==> src/rtl/lpTrkPkg.sv <==
package lpTrkPkg;
  localparam int NUM_BANKS = 8;
  localparam int BANK_W    = $clog2(NUM_BANKS);
  localparam int ST_W      = 3;

  typedef enum logic [3:0] {
    OP_NOP = 4'd0, OP_ACT = 4'd1, OP_RD = 4'd2, OP_WR = 4'd3,
    OP_RDA = 4'd4, OP_WRA = 4'd5, OP_PRE = 4'd6, OP_PREA = 4'd7,
    OP_REF = 4'd8, OP_SREF = 4'd9, OP_PD = 4'd10, OP_DPD = 4'd11,
    OP_EXIT = 4'd12, OP_MRW = 4'd13, OP_MRR = 4'd14, OP_RSVD = 4'd15
  } cmdOp_e;

  typedef enum logic [ST_W-1:0] {
    BK_IDLE = 3'd0, BK_OPEN = 3'd1, BK_RD = 3'd2, BK_WR = 3'd3,
    BK_RDA = 3'd4, BK_WRA = 3'd5, BK_CLOSING = 3'd6
  } bankSt_e;

  typedef enum logic [2:0] {
    MD_NORMAL = 3'd0, MD_REFRESH = 3'd1, MD_PDOWN = 3'd2, MD_SELFREF = 3'd3,
    MD_DEEPPD = 3'd4, MD_TRAINCA = 3'd5, MD_TRAINWL = 3'd6
  } devMode_e;

  typedef enum logic [2:0] {
    ERR_NONE = 3'd0, ERR_NOTOPEN = 3'd1, ERR_STATE = 3'd2,
    ERR_BURST = 3'd3, ERR_TRAIN = 3'd4
  } errCode_e;

  typedef struct packed {
    logic              act;
    logic              rd;
    logic              wr;
    logic              autoPre;
    logic              pre;
    logic              preAll;
    logic [BANK_W-1:0] bank;
  } bankStb_t;
endpackage

==> src/rtl/trkCtrl.sv <==
module trkCtrl
  import lpTrkPkg::*;
#(
  parameter int REF_CYC = 8
) (
  input  logic                          clk,
  input  logic                          rstN,
  input  logic                          cmdValid,
  input  logic [3:0]                    cmdOp,
  input  logic [BANK_W-1:0]             cmdBank,
  input  logic [1:0]                    cmdRowTop,
  input  logic [1:0]                    cmdArg,
  input  bankSt_e [NUM_BANKS-1:0]       bankSt,
  output bankStb_t                      stb,
  output devMode_e                      devMode,
  output logic                          cmdAccept,
  output logic                          errValid,
  output errCode_e                      errCode
);
  localparam int RC_W = $clog2(REF_CYC + 1);

  cmdOp_e   op;
  bankSt_e  selSt;
  logic     selBusy, anyBusy, allIdle, hiRow, isWr;
  errCode_e err;
  devMode_e modeNxt;
  logic [RC_W-1:0] refCnt;

  assign op    = cmdOp_e'(cmdOp);
  assign selSt = bankSt[cmdBank];
  assign hiRow = &cmdRowTop;
  assign isWr  = (op == OP_WR) || (op == OP_WRA);

  function automatic logic stBusy(input bankSt_e s);
    return (s == BK_RD) || (s == BK_WR) || (s == BK_RDA) || (s == BK_WRA);
  endfunction

  always_comb begin
    anyBusy = 1'b0;
    allIdle = 1'b1;
    for (int b = 0; b < NUM_BANKS; b++) begin
      if (stBusy(bankSt[b])) anyBusy = 1'b1;
      if (bankSt[b] != BK_IDLE) allIdle = 1'b0;
    end
  end
  assign selBusy = stBusy(selSt);

  always_comb begin
    err     = ERR_NONE;
    stb     = '0;
    stb.bank = cmdBank;
    modeNxt = devMode;
    if (cmdValid && op != OP_NOP && op != OP_RSVD) begin
      case (devMode)
        MD_TRAINCA, MD_TRAINWL: begin
          if (op == OP_MRW) modeNxt = MD_NORMAL;
          else err = ERR_TRAIN;
        end
        MD_REFRESH: err = ERR_STATE;
        MD_PDOWN, MD_SELFREF, MD_DEEPPD: begin
          if (op == OP_EXIT) modeNxt = MD_NORMAL;
          else err = ERR_STATE;
        end
        default: begin
          case (op)
            OP_ACT: begin
              if (selBusy) err = ERR_BURST;
              else if (selSt != BK_IDLE) err = ERR_STATE;
              else if (!hiRow) stb.act = 1'b1;
            end
            OP_RD, OP_WR, OP_RDA, OP_WRA: begin
              if (selBusy) err = ERR_BURST;
              else if (selSt != BK_OPEN) err = ERR_NOTOPEN;
              else if (!(isWr && hiRow)) begin
                stb.rd      = !isWr;
                stb.wr      = isWr;
                stb.autoPre = (op == OP_RDA) || (op == OP_WRA);
              end
            end
            OP_PRE: begin
              if (selBusy) err = ERR_BURST;
              else if (selSt == BK_OPEN) stb.pre = 1'b1;
            end
            OP_PREA: begin
              if (anyBusy) err = ERR_BURST;
              else stb.preAll = 1'b1;
            end
            OP_PD: begin
              if (anyBusy) err = ERR_BURST;
              else modeNxt = MD_PDOWN;
            end
            OP_EXIT: err = ERR_STATE;
            OP_REF, OP_SREF, OP_DPD, OP_MRR, OP_MRW: begin
              if (!allIdle) err = ERR_STATE;
              else if (op == OP_REF) modeNxt = MD_REFRESH;
              else if (op == OP_SREF) modeNxt = MD_SELFREF;
              else if (op == OP_DPD) modeNxt = MD_DEEPPD;
              else if (op == OP_MRW) begin
                case (cmdArg)
                  2'd1: modeNxt = MD_TRAINCA;
                  2'd2: modeNxt = MD_TRAINWL;
                  2'd3: stb.preAll = 1'b1;
                  default: ;
                endcase
              end
            end
            default: ;
          endcase
        end
      endcase
    end
  end

  always_ff @(posedge clk) begin
    if (!rstN) begin
      devMode   <= MD_NORMAL;
      refCnt    <= '0;
      cmdAccept <= 1'b0;
      errValid  <= 1'b0;
      errCode   <= ERR_NONE;
    end else begin
      if (devMode == MD_REFRESH) begin
        if (refCnt == '0) devMode <= MD_NORMAL;
        else refCnt <= refCnt - 1'b1;
      end else begin
        devMode <= modeNxt;
        if (modeNxt == MD_REFRESH) refCnt <= RC_W'(REF_CYC - 1);
      end
      cmdAccept <= cmdValid && (err == ERR_NONE);
      errValid  <= cmdValid && (err != ERR_NONE);
      errCode   <= cmdValid ? err : ERR_NONE;
    end
  end
endmodule

==> src/rtl/trkBanks.sv <==
module trkBanks
  import lpTrkPkg::*;
#(
  parameter int BURST_CYC = 4
) (
  input  logic                    clk,
  input  logic                    rstN,
  input  bankStb_t                stb,
  output bankSt_e [NUM_BANKS-1:0] bankSt
);
  localparam int CNT_W = $clog2(BURST_CYC + 1);

  for (genvar i = 0; i < NUM_BANKS; i++) begin : gBank
    logic [CNT_W-1:0] cnt;
    logic             hit;
    assign hit = (stb.bank == BANK_W'(i));

    always_ff @(posedge clk) begin
      if (!rstN) begin
        bankSt[i] <= BK_IDLE;
        cnt       <= '0;
      end else begin
        case (bankSt[i])
          BK_IDLE: begin
            if (stb.act && hit) bankSt[i] <= BK_OPEN;
          end
          BK_OPEN: begin
            if ((stb.rd || stb.wr) && hit) begin
              cnt <= CNT_W'(BURST_CYC - 1);
              if (stb.rd) bankSt[i] <= stb.autoPre ? BK_RDA : BK_RD;
              else        bankSt[i] <= stb.autoPre ? BK_WRA : BK_WR;
            end else if ((stb.pre && hit) || stb.preAll) begin
              bankSt[i] <= BK_IDLE;
            end
          end
          BK_RD, BK_WR, BK_RDA, BK_WRA: begin
            if (cnt == '0) begin
              bankSt[i] <= (bankSt[i] == BK_RDA || bankSt[i] == BK_WRA)
                           ? BK_CLOSING : BK_OPEN;
            end else begin
              cnt <= cnt - 1'b1;
            end
          end
          default: bankSt[i] <= BK_IDLE;
        endcase
      end
    end
  end
endmodule

==> src/rtl/lpCmdTracker.sv <==
module lpCmdTracker
  import lpTrkPkg::*;
#(
  parameter int BURST_CYC = 4,
  parameter int REF_CYC   = 8
) (
  input  logic                          clk,
  input  logic                          rstN,
  input  logic                          cmdValid,
  input  logic [3:0]                    cmdOp,
  input  logic [BANK_W-1:0]             cmdBank,
  input  logic [1:0]                    cmdRowTop,
  input  logic [1:0]                    cmdArg,
  output logic                          cmdAccept,
  output logic                          errValid,
  output logic [2:0]                    errCode,
  output logic [2:0]                    devMode,
  output logic [NUM_BANKS*ST_W-1:0]     bankState
);
  bankStb_t                stb;
  bankSt_e [NUM_BANKS-1:0] bankSt;
  devMode_e                modeQ;
  errCode_e                errQ;

  trkCtrl #(.REF_CYC(REF_CYC)) u_ctrl (
    .clk(clk), .rstN(rstN), .cmdValid(cmdValid), .cmdOp(cmdOp),
    .cmdBank(cmdBank), .cmdRowTop(cmdRowTop), .cmdArg(cmdArg),
    .bankSt(bankSt), .stb(stb), .devMode(modeQ),
    .cmdAccept(cmdAccept), .errValid(errValid), .errCode(errQ)
  );

  trkBanks #(.BURST_CYC(BURST_CYC)) u_banks (
    .clk(clk), .rstN(rstN), .stb(stb), .bankSt(bankSt)
  );

  assign devMode   = modeQ;
  assign errCode   = errQ;
  assign bankState = bankSt;
endmodule

==> config.mk <==
export PLATFORM = sky130hd
export DESIGN_NAME = lpCmdTracker
export DESIGN_NICKNAME = d
export VERILOG_FILES = /design/src/rtl/lpTrkPkg.sv /design/src/rtl/trkCtrl.sv /design/src/rtl/trkBanks.sv /design/src/rtl/lpCmdTracker.sv
export SDC_FILE = /design/constraint.sdc
export NUM_CORES = 1
export LEC_CHECK = 0
export BUFFER_PORTS_ARGS = -buffer_cell sky130_fd_sc_hd__clkbuf_2
export CORE_MARGIN = 10
export CORE_UTILIZATION = 40
export DETAILED_ROUTE_END_ITERATION = 8
export GPL_ROUTABILITY_DRIVEN = 0
export GPL_TIMING_DRIVEN = 0
export PLACE_DENSITY = 0.54
export SYNTH_ARGS = -nofsm -noshare
export SYNTH_HDL_FRONTEND = slang
export SYNTH_SLANG_ARGS = --single-unit
==> constraint.sdc <==
create_clock -name clk -period 5.11 [get_ports clk]
set_input_delay 0 -clock clk [delete_from_list [all_inputs] [get_ports clk]]
set_output_delay 0 -clock clk [all_outputs]
set_load 0.01 [all_outputs]
==> impl_metrics.py, run 1 <==
metrics = {
    "yosys": {
        "yosys.area.top_type": "dfxtp_1",
        "synth_fp_nets": 641,
        "yosys_warnings": 0,
        "netlist.area_leader.share_pct": 24.76,
        "yosysSeqAreaShare_pct": 24.76,
        "synthesis.instances": 598,
        "netlist_area_sq_um": 4852,
        "synth.most_common_cell": "dfxtp_1",
        "async_flop_share_pct": 0,
        "synth_enable_flop_cells": 0,
        "avgSynthCellArea_sq_um": 8.114,
        "synth_area_leaders": "dfxtp_1, ha_1, nor2_1",
        "synth_seq_cells": 60,
        "ys_types": 90,
        "ys_top_cells_by_count": "dfxtp_1, nor2_1, inv_1",
        "yosys_most_used_dff": "dfxtp_1",
    },
    "hold_path": {
        "min_from": "rstN",
        "hold_path.class": "in -> reg",
    },
    "sta": {
        "max-slew-margin-rel_pct": 36.94,
        "period_share_pct": 59.08,
        "fmax_ghz": 0.3312,
        "tightest_slew_ns": 0.9381,
        "rsz0062_at_grt": "false",
        "setup_violations": 0,
        "tns_ns": 0,
        "drv_slew": 0,
        "layout_setup_ws_ns": 2.091,
        "finalHoldViolCount": 0,
        "fin_skew_ns": 0.008145,
        "period_needed_ns": 3.019,
        "whs_ns": 0.02529,
    },
    "floorplan": {
        "dieArea_sq_um": 16940,
        "core_sq_um": 11960,
        "initial_utilization_pct": 40.56,
        "fp-row-count": 40,
        "ios": 46,
        "die_x_um": 130.1,
        "die_h_um": 130.1,
    },
    "outcome": {
        "status": "complete, no violations",
    },
    "clock_network": {
        "cts-root-buf": "clkbuf_16",
        "clk_latency_ns": 0.34,
        "cts_sinks": 60,
        "cts_resized": 0,
        "cts_setup_buffers": 0,
        "ctsLongestPathBuffers": 2,
        "h-tree-depth": 3,
        "numCtsBuffers": 9,
        "clk_pin_slew_ns": 0.05,
        "cts_tree": "built",
        "cts.hold.buffers_added": 0,
    },
    "job": {
        "drv_cap": 0,
    },
    "placed_design": {
        "hpwl_mm": 11.56,
        "place_inst": 786,
        "numPortBuffers": 41,
        "dpl_worst_slack_ns": 2.136,
    },
    "worst_setup_path": {
        "reg2reg_from": "u_banks.bankSt[22]",
        "startpoint": "u_banks.bankSt[22]",
        "arrival_ns": 3.25,
        "required_ns": 5.34,
        "critPathMaxFanout": 6,
        "path_class": "reg -> reg",
        "cp-end-kind": "flip-flop",
        "setup.worst_path.start_class": "flip-flop",
    },
    "layout": {
        "layout.nets": 693,
        "antenna_cells": 0,
        "multi_input_area_sq_um": 3293,
        "num-fill-cells": 1184,
        "stdcell_count": 802,
        "seqCellArea_sq_um": 1201,
        "areaGrowthSynthToFinish_pct": 13.46,
        "drive_above_1_share_pct": 16.03,
    },
    "route": {
        "drtPass1Iterations": 7,
        "wl_mm": 15.20,
        "routed-via-count": 4849,
        "drc": 0,
        "drt_iter0_markers": 410,
        "wl_per_cell_um": 18.95,
        "via_per_inst": 6.046,
        "ant_nets": 0,
    },
    "global_routing": {
        "grt-ovfl-total": 0,
        "grt_usage_pct": 18.23,
        "antenna_found_initial": 0,
        "grt_pass1_wl_mm": 24.35,
        "grt_pass1_vias": 4645,
        "grt_start_max_net_pins": 11,
    },
    "pwr": {
        "cellLeakagePower_uw": 0.002022,
        "power.density_nw_per_um2": 235.5,
        "vdd_drop_max_v": 0.0001278,
        "total_power_uw": 1296,
    },
}
==> cell type report <==
class / count / area share (%)
Multi-Input combinational cell: 454 / 59.82
Sequential cell: 60 / 21.82
Clock buffer: 14 / 4.614
Timing Repair Buffer: 41 / 3.727
Tap cell: 147 / 3.341
Inverter: 48 / 3.273
Buffer: 36 / 3.227
Clock inverter: 2 / 0.1818
==> metal layers <==
metal  track usage, %  part of all wire [%]  vias to the layer above
li1                 -                     -                     2343
met2            28.84                    44                      207
met4            8.466                   3.1                        0
met1            22.85                    45                     2269
met3            4.422                   7.8                       30
met5                0                     0                        -
==> where the power goes <==
group	switching [uW]	internal (uW)
clock	209	340
sequential	15.7	485
combinational	156	90.3
total	381	915
==> critical path, cell delays in order, from the launching register on <==
cell and delay (ns):
dfxtp_1 0.48, inv_1 0.12, ha_1 0.41, nand3_1 0.20
and4b_1 0.21, clkbuf_1 0.18, a31o_1 0.25, a22o_1 0.21
a211oi_2 0.32, a31oi_4 0.18, a2111oi_4 0.35
==> registers in the layout (all words and copies together), names as in the netlist <==
name / flops
u_ctrl.errCode: 3
u_ctrl.refCnt: 4
u_ctrl.errValid: 1
u_banks.bankSt: 24
u_ctrl.cmdAccept: 1
u_banks.gBank.cnt: 24
u_ctrl.devMode: 3
==> path summary, 6_finish.rpt <==
check             cells after the start                 endpoint  slack, ns
setup / recovery                     10         u_ctrl.refCnt[2]       2.09
hold / removal                        3       u_banks.bankSt[18]       0.03
setup reg to reg                     10         u_ctrl.refCnt[2]       2.09
hold reg to reg                       1  u_banks.gBank[6].cnt[0]       0.47
==> through the flow <==
step	utilization, %	cell area, sq um
after floorplan	-	4852
after global placement	43.82	5241
after detailed placement	43.82	5241
after CTS	46.03	5505
after global routing	46.03	5505
final	46.03	5505
==> cells in the final DEF, fill, tap and decap left out, types with 5 or more instances in the layout <==
master,n
nor3b_1,5
a31oi_1,12
o22ai_1,9
mux2i_1,6
o21a_1,5
nor2_1,52
dfxtp_1,60
nand4_1,7
nand2b_1,14
and2_1,10
inv_1,48
o21ai_1,5
mux4_2,6
nor4_1,11
xnor2_1,8
clkbuf_1,22
o31ai_1,6
buf_2,10
ha_1,29
nor2b_1,6
and3_1,10
clkbuf_2,41
nor3_1,17
o211ai_1,7
clkbuf_16,9
o21ai_0,21
a211oi_1,17
a21o_1,5
nand3_1,24
or3_1,7
nand2_1,37
a21oi_1,30
==> kinds of logic after synthesis <==
kind of cell	Yosys count	share of synthesized area, %
simple gates	233	27.23
compound gates	168	26.64
buf+inv	84	7.375
flops	60	24.75
fa+ha+maj	29	7.478
mux	14	4.719
xor+xnor	10	1.805
Power figures use the tool's default switching activity.
==> run 2: changes to the inputs <==
--- a/config.mk
+++ b/config.mk
@@ -11,7 +11,7 @@
 export DETAILED_ROUTE_END_ITERATION = 8
 export GPL_ROUTABILITY_DRIVEN = 0
 export GPL_TIMING_DRIVEN = 0
-export PLACE_DENSITY = 0.54
+export PLACE_DENSITY = 0.56
 export SYNTH_ARGS = -nofsm -noshare
 export SYNTH_HDL_FRONTEND = slang
 export SYNTH_SLANG_ARGS = --single-unit
==> constraint.sdc (replaced) <==
create_clock -name clk -period 2.7 [get_ports clk]
set_input_delay 0 -clock clk [delete_from_list [all_inputs] [get_ports clk]]
set_output_delay 0 -clock clk [all_outputs]
set_load 0.01 [all_outputs]
==> impl_metrics.py, run 2 (synthesis results as in run 1) <==
metrics = {
    "layout": {
        "largest_registers": "u_banks.bankSt (24), u_banks.gBank.cnt (24), u_ctrl.refCnt (4)",
        "final_cell_mix": "dfxtp_1, nor2_1, inv_1",
        "final_common_cell": "dfxtp_1",
        "areaGrowthSynthToFinish_pct": 18.64,
        "antenna_cells": 0,
        "drive_above_1_share_pct": 21.63,
        "layout.nets": 699,
        "post-route-util_pct": 48.13,
        "num-fill-cells": 1169,
    },
    "floorplan": {
        "fp-row-count": 40,
        "die_h_um": 130.1,
        "ios": 46,
        "core_sq_um": 11960,
        "die_x_um": 130.1,
        "initial_utilization_pct": 40.56,
        "dieArea_sq_um": 16940,
    },
    "route": {
        "routed-via-count": 4858,
        "wl_mm": 15.24,
        "wl_per_cell_um": 18.87,
        "drtPass1Iterations": 7,
        "drt_iter0_markers": 407,
        "drc": 0,
        "ant_nets": 0,
        "via_per_inst": 6.012,
    },
    "sta": {
        "drv_slew": 0,
        "fmax_ghz": 0.3867,
        "finalHoldViolCount": 0,
        "tightest_slew_ns": 0.8304,
        "rsz0062_at_grt": "true",
        "tns_ns": 0,
        "period_share_pct": 95.78,
        "max-slew-margin-rel_pct": 44.64,
        "fin_skew_ns": 0.007026,
        "period_needed_ns": 2.586,
        "setup_violations": 0,
    },
    "pwr": {
        "power.density_nw_per_um2": 442.7,
        "cellLeakagePower_uw": 0.002112,
        "vdd_drop_max_v": 0.0001923,
    },
    "worst_setup_path": {
        "slowest_stage": "dfxtp_4",
        "arrival_ns": 2.82,
        "critPathMaxFanout": 7,
        "required_ns": 2.94,
        "path_class": "reg -> reg",
        "slowest_delay_ns": 0.38,
        "setup.worst_path.start_class": "flip-flop",
        "cp-end-kind": "flip-flop",
        "cp_top_family": "compound AO/OA/AOI/OAI gates",
        "path_cells": "inv_1, ha_2, nand3_2, and4b_2, a31o_1, a22o_1, a211oi_4, a31oi_4, a2111oi_4",
        "critPathBufInv": 1,
    },
    "clock_network": {
        "ctsLongestPathBuffers": 2,
        "numCtsBuffers": 9,
        "h-tree-depth": 3,
        "clk_pin_slew_ns": 0.05,
        "clk_latency_ns": 0.34,
        "cts_sinks": 60,
        "cts-root-buf": "clkbuf_16",
        "cts_tree": "built",
    },
    "global_routing": {
        "grt_start_max_net_pins": 11,
        "antenna_found_initial": 0,
        "grt_usage_pct": 18.13,
        "grt_pass1_wl_mm": 24.33,
        "grt_pass1_vias": 4639,
        "grt-ovfl-total": 0,
    },
    "hold_path": {
        "hold_path.class": "in -> reg",
    },
    "outcome": {
        "status": "complete, no violations",
    },
    "job": {
        "drv_cap": 0,
    },
    "placed_design": {
        "hpwl_mm": 11.48,
        "numPortBuffers": 41,
    },
}
-- run 2: worst reg2reg max path: cells and delay by family, from the launching register on --
family | cells | cell delay, ns
flip-flops | 1 | 0.38
AND/OR/NAND/NOR | 2 | 0.40
AO/OA/AOI/OAI | 5 | 1.30
buffers and inverters | 1 | 0.07
adder cells (fa/ha/maj) | 1 | 0.34
-- run 2: per-stage QoR --
stage	area, sq um	std cells	total power [uW]	setup WS, ns	hold WS, ns
after floorplan	4852	598	1294	0.1097	0.1459
after global placement	5241	786	1417	-0.2513	0.3448
after detailed placement	5241	786	1425	-0.2493	0.3273
after CTS	5590	805	2549	-0.02531	0.06996
after global routing	5757	808	2663	-0.009133	0.09294
final	5757	808	2549	0.1140	0.08363
-- run 2: metal layers --
metal | vias to the layer above | track usage, % | routed length, um
met5 | - | 0 | 0
met4 | 0 | 7.474 | 402
met3 | 33 | 5.517 | 1267
met2 | 187 | 27.82 | 6775
met1 | 2294 | 23.10 | 6798
li1 | 2344 | - | -
-- run 2: repair_timing --
item / 4_1_cts / 5_1_grt
pin swaps: 1 / 6
hold endpoints to repair: 1 / 0
setup endpoints to repair: 19 / 28
hold buffers: 1 / 0
resized for setup: 10 / 29
buffers inserted: 2 / 4
-- run 2: area by class of cell --
class	instances	area, sq um	area share (%)
plain buffers	35	173.9	3.021
well taps	147	183.9	3.195
flip-flops and latches	60	1216	21.13
inverters	48	180.2	3.130
clock buffers	13	270.3	4.695
multi-input cells	454	3452	59.97
clock inverters	3	20.02	0.3478
repair buffers	48	260.3	4.521
-- run 2: where the power goes --
| group | total [uW] | switching (uW) | internal (uW) |
|---|---|---|---|
| Clock | 1110 | 419 | 694 |
| Combinational | 492 | 310 | 182 |
| Sequential | 944 | 29.2 | 914 |
-- run 2: worst paths after layout --
kind	from	end	slack, ns	cells past startpoint
max	u_banks.bankSt[13]	u_ctrl.refCnt[2]	0.11	9
min	cmdValid	u_ctrl.errValid	0.08	3
max reg2reg	u_banks.bankSt[13]	u_ctrl.refCnt[2]	0.11	9
min reg2reg	u_banks.gBank[6].cnt[0]	u_banks.gBank[6].cnt[0]	0.46	1
==> run 3: changes to the inputs <==
--- a/config.mk
+++ b/config.mk
@@ -5,6 +5,7 @@
 export SDC_FILE = /design/constraint.sdc
 export NUM_CORES = 1
 export LEC_CHECK = 0
+export ABC_AREA = 1
 export BUFFER_PORTS_ARGS = -buffer_cell sky130_fd_sc_hd__clkbuf_2
 export CORE_MARGIN = 10
 export CORE_UTILIZATION = 40
==> impl_metrics.py, run 3 <==
metrics = {
    "worst_setup_path": {
        "slowest_delay_ns": 0.69,
        "setup.worst_path.start_class": "flip-flop",
        "path_common_cell": "nand2_1",
        "cp-end-kind": "flip-flop",
        "arrival_ns": 2.66,
        "reg2reg_from": "u_banks.bankSt[23]",
        "path_class": "reg -> reg",
        "startpoint": "u_banks.bankSt[23]",
        "slowest_stage": "nor3_2",
        "critPathMaxFanout": 8,
        "path_cells": "inv_1, nor2_1, a21oi_1, nand3_1, o21ai_2, nand3_1, nor3_2, nand3_1, nand2_1, nand2_1, nand2_1, nand2_1, nor2_1",
        "required_ns": 2.98,
    },
    "clock_network": {
        "clk_pin_slew_ns": 0.05,
        "ctsLongestPathBuffers": 2,
        "h-tree-depth": 3,
        "cts_tree": "built",
        "numCtsBuffers": 9,
        "clk_latency_ns": 0.34,
        "cts_sinks": 60,
        "cts-root-buf": "clkbuf_16",
        "cts_setup_buffers": 0,
    },
    "global_routing": {
        "grt_pass1_vias": 4671,
        "use_met3_pct": 4.425,
        "grt_start_max_net_pins": 11,
        "grt-ovfl-total": 0,
        "grtUsageMet1_pct": 20.94,
        "grtUsageMet2_pct": 28.46,
        "grt_usage_pct": 17.31,
        "grt_pass1_wl_mm": 22.67,
        "antenna_found_initial": 0,
        "busiest_layer": "met2",
    },
    "sta": {
        "max-slew-margin-rel_pct": 42.37,
        "fin_skew_ns": 0.007168,
        "period_needed_ns": 2.385,
        "finalHoldViolCount": 0,
        "fmax_ghz": 0.4193,
        "tightest_slew_ns": 0.8598,
        "setup_violations": 0,
        "rsz0062_at_grt": "false",
        "period_share_pct": 88.34,
        "drv_slew": 0,
    },
    "route": {
        "drtPass1Iterations": 6,
        "routed-via-count": 4965,
        "ant_nets": 0,
        "drt_iter0_markers": 408,
        "drc": 0,
        "wl_per_cell_um": 14.10,
        "wl_mm": 13.77,
        "via_per_inst": 5.087,
    },
    "hold_path": {
        "hold_path.class": "in -> reg",
        "min_from": "rstN",
    },
    "layout": {
        "largest_registers": "u_banks.bankSt (24), u_banks.gBank.cnt (24), u_ctrl.refCnt (4)",
        "layout.nets": 871,
        "antenna_cells": 0,
        "stdcell_count": 976,
        "final_common_cell": "nand2_1",
        "drive_above_1_share_pct": 12.48,
        "areaGrowthSynthToFinish_pct": 17.14,
        "final_cell_mix": "nand2_1, nor2_1, inv_1",
        "num-fill-cells": 1187,
        "post-route-util_pct": 47.44,
    },
    "outcome": {
        "status": "complete, no violations",
    },
    "yosys": {
        "ys_top_cells_by_count": "nand2_1, nor2_1, inv_1",
        "yosys_most_used_dff": "dfxtp_1",
        "synth_fp_nets": 814,
        "synth_enable_flop_cells": 0,
        "yosys_warnings": 0,
        "synthesis.instances": 771,
        "synth_area_leaders": "dfxtp_1, nand2_1, nor2_1",
        "ys_types": 41,
        "synth.most_common_cell": "nand2_1",
        "async_flop_share_pct": 0,
        "yosysSeqAreaShare_pct": 26.20,
        "yosys.area.top_type": "dfxtp_1",
        "synth_seq_cells": 60,
        "avgSynthCellArea_sq_um": 5.946,
        "netlist_area_sq_um": 4584,
        "netlist.area_leader.share_pct": 26.20,
    },
    "placed_design": {
        "hpwl_mm": 10.70,
        "numPortBuffers": 44,
        "place_inst": 958,
    },
    "job": {
        "drv_cap": 0,
    },
    "floorplan": {
        "dieArea_sq_um": 16140,
        "core_sq_um": 11320,
        "fp-row-count": 39,
        "ios": 46,
        "die_x_um": 127.1,
        "initial_utilization_pct": 40.50,
        "die_h_um": 127.1,
    },
    "pwr": {
        "power.density_nw_per_um2": 755.9,
        "cellLeakagePower_uw": 0.002563,
        "vdd_drop_max_v": 0.0003980,
    },
}
## run 3: changes by cell type in the layout (fill, tap and decap cells not counted), sizes merged, moves of 10 or more
cell / previous run / this run
nand2: 37 / 219
nor2: 53 / 133
inv: 48 / 120
nand3: 25 / 59
a21oi: 31 / 59
buf: 24 / 2
a211oi: 18 / 1
nand2b: 14 / 0
o21ai: 26 / 38
a31oi: 13 / 2
nor4: 13 / 2
and3: 10 / 0
## run 3: cells by family after synthesis
family | synth area share [%]
AND/OR/NAND/NOR | 40.91
AO/OA/AOI/OAI | 13.76
XOR/XNOR | 0.3822
flip-flops | 26.20
adder cells (fa/ha/maj) | 7.915
buffers and inverters | 10.84
## run 3: critical path, delay by kind of cell (launching register included)
family	cells	cell delay, ns
AO/OA/AOI/OAI	2	0.28
buffers and inverters	1	0.11
flip-flops	1	0.38
AND/OR/NAND/NOR	10	1.55
## run 3: stage by stage
| stage | area [sq um] | worst slack [ns] | setup TNS [ns] | hold WS (ns) | power, uW |
|---|---|---|---|---|---|
| 3_3_place_gp | 4984 | -0.01352 | -0.03213 | 0.2964 | 2714 |
| 2_1_floorplan | 4584 | 0.6424 | 0 | 0.1681 | 2308 |
| 5_1_grt | 5370 | 0.03964 | 0 | 0.2116 | 4414 |
| 3_5_place_dp | 4984 | -0.06579 | -0.2956 | 0.2919 | 2756 |
| 6_report | 5370 | 0.3149 | 0 | 0.1549 | 4059 |
| 4_1_cts | 5344 | 0.02238 | 0 | 0.1684 | 4079 |
## run 3: path summary, 6_finish.rpt
| path | end | slack, ns | depth (start not counted) |
|---|---|---|---|
| max | u_banks.bankSt[23] | 0.31 | 13 |
| min | u_banks.bankSt[5] | 0.15 | 3 |
| max reg2reg | u_banks.bankSt[23] | 0.31 | 13 |
| min reg2reg | u_banks.gBank[2].cnt[1] | 0.46 | 2 |
## run 3: per-layer routing
layer	up-vias	wire length, um	share of wire (%)
met1	2247	6031	44
met2	140	6385	46
li1	2553	-	-
met3	25	965	7.0
met5	-	0	0
met4	0	383	2.8
## run 3: final cells by class
type	instances	area (sq um)	area share (%)
Inverter	123	461.7	8.597
Clock inverter	3	67.56	1.258
Sequential cell	60	1205	22.44
Tap cell	143	178.9	3.332
Timing Repair Buffer	46	240.2	4.473
Clock buffer	13	270.3	5.033
Multi-Input combinational cell	581	2912	54.22
Buffer	7	35.03	0.6524
## run 3: report_power, final
part	total, uW	switching, uW	internal, uW	leakage (uW)
Combinational	1600	1040	563	0.00191
Clock	1290	404	883	0.000162
Sequential	1170	141	1030	0.000489
## run 3: what timing repair did
| action | in CTS | in global routing |
|---|---|---|
| hold endpoints to repair | 3 | 0 |
| hold buffers | 2 | 0 |
| setup endpoints to repair | 12 | 25 |
| pin swaps | 0 | 0 |
| resized for setup | 1 | 8 |
